### src/rtl/rfx_pkg.sv
package rfx_pkg;
   typedef enum logic {
      ARM_WAIT = 1'b0,
      ARM_SET  = 1'b1
   } arm_e;

   function automatic int slot_width(input int slots);
      return $clog2(slots + 1);
   endfunction
endpackage

### src/rtl/rfx_window.sv
module rfx_window
   import rfx_pkg::*;
#(
   parameter int SLOTS = 5
) (
   input  logic clk,
   input  logic rst,
   input  logic ba_n,
   input  logic cyc_stb,
   output logic win,
   output logic win_tick
);
   localparam int SW = slot_width(SLOTS);
   localparam logic [SW-1:0] LIMIT = SW'(SLOTS);

   arm_e          arm_q;
   logic [SW-1:0] slot_q;

   assign win      = !ba_n && (arm_q == ARM_SET) && (slot_q < LIMIT);
   assign win_tick = win && cyc_stb;

   always_ff @(posedge clk) begin
      if (rst) begin
         arm_q  <= ARM_WAIT;
         slot_q <= '0;
      end else if (ba_n) begin
         arm_q  <= ARM_SET;
         slot_q <= '0;
      end else if (win_tick) begin
         slot_q <= slot_q + 1'b1;
      end
   end
endmodule

### src/rtl/rfx_extcnt.sv
module rfx_extcnt #(
   parameter int LO_W  = 8,
   parameter int EXT_W = 1
) (
   input  logic             clk,
   input  logic             rst,
   input  logic             tick,
   output logic [EXT_W-1:0] ext
);
   localparam logic [LO_W-1:0] PASS_END = '1;

   logic [LO_W-1:0]  pass_q;
   logic [EXT_W-1:0] ext_q;

   always_ff @(posedge clk) begin
      if (rst) begin
         pass_q <= '0;
         ext_q  <= '0;
      end else if (tick) begin
         pass_q <= pass_q + 1'b1;
         if (pass_q == PASS_END) begin
            ext_q <= ext_q + 1'b1;
         end
      end
   end

   assign ext = ext_q;
endmodule

### src/rtl/rfx_mux.sv
module rfx_mux #(
   parameter int EXT_W = 1
) (
   input  logic             sel,
   input  logic [EXT_W-1:0] ext,
   input  logic [EXT_W-1:0] page,
   output logic [EXT_W-1:0] hi
);
   for (genvar i = 0; i < EXT_W; i++) begin : g_bit
      assign hi[i] = sel ? ext[i] : page[i];
   end
endmodule

### src/rtl/dram_row_ext.sv
module dram_row_ext #(
   parameter int LO_W  = 8,
   parameter int EXT_W = 1,
   parameter int SLOTS = 5
) (
   input  logic                  clk,
   input  logic                  rst,
   input  logic                  ba_n,
   input  logic                  cyc_stb,
   input  logic [LO_W-1:0]       row_lo,
   input  logic [EXT_W-1:0]      page_hi,
   output logic [LO_W+EXT_W-1:0] row_out,
   output logic                  rfsh_win
);
   localparam int OUT_W = LO_W + EXT_W;

   if (LO_W < 1 || LO_W > 16) begin : g_bad_lo
      $error("dram_row_ext: LO_W out of range");
   end
   if (EXT_W < 1 || EXT_W > 8) begin : g_bad_ext
      $error("dram_row_ext: EXT_W out of range");
   end
   if (SLOTS < 1 || SLOTS > 64) begin : g_bad_slots
      $error("dram_row_ext: SLOTS out of range");
   end

   logic             win;
   logic             tick;
   logic [EXT_W-1:0] ext;
   logic [EXT_W-1:0] hi;

   rfx_window #(.SLOTS(SLOTS)) u_win (
      .clk      (clk),
      .rst      (rst),
      .ba_n     (ba_n),
      .cyc_stb  (cyc_stb),
      .win      (win),
      .win_tick (tick)
   );

   rfx_extcnt #(.LO_W(LO_W), .EXT_W(EXT_W)) u_cnt (
      .clk  (clk),
      .rst  (rst),
      .tick (tick),
      .ext  (ext)
   );

   rfx_mux #(.EXT_W(EXT_W)) u_mux (
      .sel  (win),
      .ext  (ext),
      .page (page_hi),
      .hi   (hi)
   );

   assign row_out  = OUT_W'({hi, row_lo});
   assign rfsh_win = win;
endmodule

### config.mk
export PLATFORM = sky130hd
export DESIGN_NAME = dram_row_ext
export DESIGN_NICKNAME = d
export VERILOG_FILES = /design/src/rtl/rfx_pkg.sv /design/src/rtl/rfx_window.sv /design/src/rtl/rfx_extcnt.sv /design/src/rtl/rfx_mux.sv /design/src/rtl/dram_row_ext.sv
export SDC_FILE = /design/constraint.sdc
export NUM_CORES = 1
export LEC_CHECK = 0
export BUFFER_PORTS_ARGS = -buffer_cell sky130_fd_sc_hd__buf_2
export CORE_UTILIZATION = 43
export DETAILED_ROUTE_END_ITERATION = 10
export PLACE_DENSITY = 0.72
export REMOVE_ABC_BUFFERS = 1
export SLEW_MARGIN = 20
export SYNTH_ARGS = -nofsm -noshare
export SYNTH_HDL_FRONTEND = slang
export SYNTH_SLANG_ARGS = --single-unit
### constraint.sdc
create_clock -name clk -period 1.4 [get_ports clk]
set_input_delay 0.14 -clock clk [delete_from_list [all_inputs] [get_ports clk]]
set_output_delay 0.14 -clock clk [all_outputs]
set_load 0.01 [all_outputs]
[Word-level counts from Yosys, hierarchy flattened]
Cells that the tools add are included.
Storage, ports and cells
  input bits: 13
  register bits after elaboration: 13
  word-level logic and storage cells: 16
  output and inout bits: 10
Operators by class
  $add $sub $neg: 3
  magnitude comparators: 1
  mux-type cells: 1
  reduce and logical (&&, ||, !) cells: 6
  equality and inequality tests: 1
Operator list (count)
  adder 8 x 1 -> 8 bit, second input constant: 1
  == test 8 bit, second input constant: 1
  adder 3 x 1 -> 3 bit, second input constant: 1
  logical AND 1 bit: 3
  < comparator 3 bit, second input constant: 1
  AND reduction 2 bit: 1
  OR reduction 2 bit: 1
  adder 1 bit, second input constant: 1
  zero test 1 bit: 1
  two-way mux 1 bit: 1

[Logic depth before layout (Yosys ltp)]
  depth in word-level cells: 5
  depth in mapped cells: 5
  mapped depth without buffers: 5

[By module]
A second synthesis with hierarchy kept.
Second synthesis, totals
  cells, all modules: 73
  area, all modules: 666.9 µm²
Modules (own cells, without submodules)
  rfx_extcnt: cells each 40, area each 374.1 µm², sequential area each 180.2 µm², instances 1
  rfx_window: cells each 23, area each 210.2 µm², sequential area each 80.1 µm², instances 1
  dram_row_ext: cells each 9, area each 67.6 µm², sequential area each 0.0 µm², instances 1
  rfx_mux: cells each 1, area each 15.0 µm², sequential area each 0.0 µm², instances 1

[Worst setup path before layout]
No wires, ideal clock.
  path type: reg2out
  from: register u_win.slot_q[0]
  to: output port row_out[8]
  required time: 1260 ps
  data arrival time: 1408 ps
  setup slack: -148 ps
  path buffers: 2
  stages on the path, launching flop included: 6
  cells stage by stage: dfxtp_1 o21a_1 buf_6 nor3b_2 mux2_1 buf_4
Between the ends
  word-level cells in the longest chain between the ends: 3
Ends and longest elaborated chain
  start: declaration: RTL line rfx_window.sv:17  | logic [SW-1:0] slot_q;
  start signal: assignment: RTL line rfx_window.sv:30  | slot_q <= slot_q + 1'b1;
  < comparator 3 bit: RTL line rfx_window.sv:19  | assign win = !ba_n && (arm_q == ARM_SET) && (slot_q < LIMIT);
  logical AND 1 bit: RTL line rfx_window.sv:19
  net rfsh_win: RTL line dram_row_ext.sv:13  | output logic rfsh_win
  two-way mux 1 bit: RTL line rfx_mux.sv:10  | assign hi[i] = sel ? ext[i] : page[i];
  end: declaration: RTL line dram_row_ext.sv:12  | output logic [LO_W+EXT_W-1:0] row_out,
The timed path passes the listed nets, and every way through them passes these cells.

[Worst setup path after layout]
  from: register u_win.slot_q[0]
  to: output port row_out[8]
Between the ends
  word-level cells in the longest chain between the ends: 3
Ends and longest elaborated chain (RTL line)
  < comparator 3 bit: rfx_window.sv:19
  logical AND 1 bit: rfx_window.sv:19
  two-way mux 1 bit: rfx_mux.sv:10
Every way passes these cells.

==> out/metrics.cfg <==
[floorplan]
die-area_um2=1810
core_um2=1520
initial_core_util=0.463
ioPinCount=23
rows=14
die-width_um=42.5
die_y_um=42.5

[synth]
yosys.area_share.simple=0.294
synth.top_cell.area_share=0.369
synthArstFlopShare=0
synth_top_family_by_area=simple AND/OR/NAND/NOR gates
synth_ff_type=dfxtp_1
ys_types=25
synth.avg_cell_area_um2=9.54
synthMuxAreaShare=0.0461
synthTopCellsByCount=13 x dfxtp_1, 10 x nor2_1, 9 x buf_4, 8 x xnor2_1, 5 x nor3_1
yosys-top-cells-area=dfxtp_1 37%, xnor2_1 9.9%, buf_4 9.6%
synth_top_area_cell=dfxtp_1
syn_area_um2=706
synth_compound_area_frac=0.0390
yosysWarnings=0
synth-edff-count=0
yosys.area_share.adder=0.0355
yosysSeqAreaShare=0.369
synth_most_common_cell=dfxtp_1
synth-xor-area-share=0.0993
syn_inst=74
synth-seq-cells=13

[global_route]
antenna_found_initial=0
grt_pass1_wl_mm=2.28
grt_max_degree=15
grt_pass1_vias=472
grt_usage=0.176
gr-total-overflow=0

[timing]
clock_skew_ns=0.000942
finalHoldViolations=0
finalCritPeriodShare=1.15
slew_headroom=0.754
finalWorstSetupSlack_ns=-0.209
rsz0062_at_grt=yes
final_max_slew_viol_count=0
min_period_ns=1.61
max_freq_mhz=622
tightest_slew_ns=0.369
finalSetupViolations=2

[setup_path]
worstPathArrival_ns=1.47
critical_path_class=register to output port
path_cells=o21a_4 -> nor3b_4 -> mux2_4 -> buf_6
path_max_fanout=2
crit_slowest_cell=dfxtp_2
end_kind=output port
path_buf_inv=1
start_kind=register
critPathRequiredTime_ns=1.26
crit_family=flip-flops
slowest_delay_ns=0.33

[clock_tree]
cts_max_path_buffers=2
clock-sinks=13
root_buffer=clkbuf_4
clock_latency_ns=0.28
cts_tree=done
path_clk_slew_ns=0.08
htree_levels=1
cts_made_buffers=3

[drt]
num_vias=528
drt_iter0_markers=15
avgRoutedWirePerCell_um=15.4
drtAntennaViolNets=0
vias_per_cell=5.44
dr.pass1.iters=4
wirelength_mm=1.49
drcViolationCount=0

[final_layout]
area_growth_pct=20.0
final_cell_area_um2=847
fillCellCount=131
postLayoutCoreUtil=0.556
drive_gt1_frac=0.395
fin_nets=97
n_antenna_cell=0

[hold_path]
hold_class=input port to register

[run]
cap_viol_max_count=0

[status]
status=finished with violations
violations=negative setup slack

[pwr]
p_leak_nw=0.301
ir_worst_vdd_v=0.000462
p_per_area_nw_per_um2=793

[placed_design]
place_hpwl_um=908
port_buffers=6
place_area_um2=711
place_congestion=0.731

==> registers in the layout (all words and copies together), names as in the netlist <==
name          count
u_win.slot_q      3
u_cnt.ext         1
u_win.arm_q       1
u_cnt.pass_q      8
==> logic make-up after synthesis <==
family          count (synthesis)
simple gates                   32
xor+xnor                        8
fa+ha+maj                       2
compound gates                  5
mux                             3
flops                          13
buf+inv                        11
==> worst register-to-register path: stages (launching register included) <==
cell and delay (ns):
dfxtp_2 0.33, o21a_4 0.22, buf_4 0.15, nor2_4 0.12, and3_4 0.18, mux2_1 0.30
==> timing repair <==
action | CTS | global route
hold endpoints to repair | 0 | 0
setup endpoints to repair | 2 | 8
hold buffers | 0 | 0
pin swaps | 4 | 10
setup buffers | 2 | 1
resized for setup | 10 | 8
==> per-stage QoR <==
stage,std cells,worst slack (ns),hold slack (ns),setup TNS (ns),power (mW)
2_1_floorplan,63,-0.0896,0.209,-0.153,0.407
3_3_place_gp,90,0.0388,0.280,0,0.431
3_5_place_dp,90,0.00233,0.280,0,0.433
4_1_cts,96,-0.263,0.132,-0.380,0.681
5_1_grt,97,-0.276,0.142,-0.476,0.703
6_report,97,-0.209,0.144,-0.216,0.672
==> routing by layer <==
| metal | GRT usage | wire [um] |
|---|---|---|
| met2 | 0.243 | 711 |
| met1 | 0.216 | 703 |
| met4 | 0.0938 | 7 |
| met3 | 0.0948 | 71 |
| met5 | 0 | 0 |
==> power breakdown <==
part           total (mW)  switching, mW  leakage [nW]  internal (mW)
sequential          0.378        0.00474         0.107          0.374
clock               0.238          0.128        0.0150          0.110
combinational      0.0555         0.0282         0.179         0.0273
total               0.672          0.160         0.301          0.512
==> worst paths after layout <==
check | cells after the start | to | slack (ns) | startpoint
worst max-delay path | 4 | row_out[8] | -0.21 | u_win.slot_q[0]
worst min-delay path | 2 | u_win.slot_q[0] | 0.14 | ba_n
worst max register to register | 5 | u_cnt.pass_q[5] | -0.01 | u_win.slot_q[0]
worst min register to register | 2 | u_cnt.pass_q[2] | 0.52 | u_cnt.pass_q[2]
==> layout make-up <==
| type | instances | area, um^2 | share of cell area |
|---|---|---|---|
| multi-input cells | 50 | 433 | 0.511 |
| flip-flops and latches | 13 | 264 | 0.312 |
| repair buffers | 14 | 104 | 0.123 |
| clock buffers | 4 | 26.3 | 0.0310 |
| well taps | 16 | 20.0 | 0.0236 |
==> layout by cell type, fill, tap and decap left out, types with 3 or more instances in the layout <==
master	n
dfxtp_1	10
nand2_1	4
clkbuf_4	3
nor2_1	10
dfxtp_2	3
buf_4	7
xnor2_1	8
nor3_1	3
buf_2	5
(Power assumes the default switching activity.)
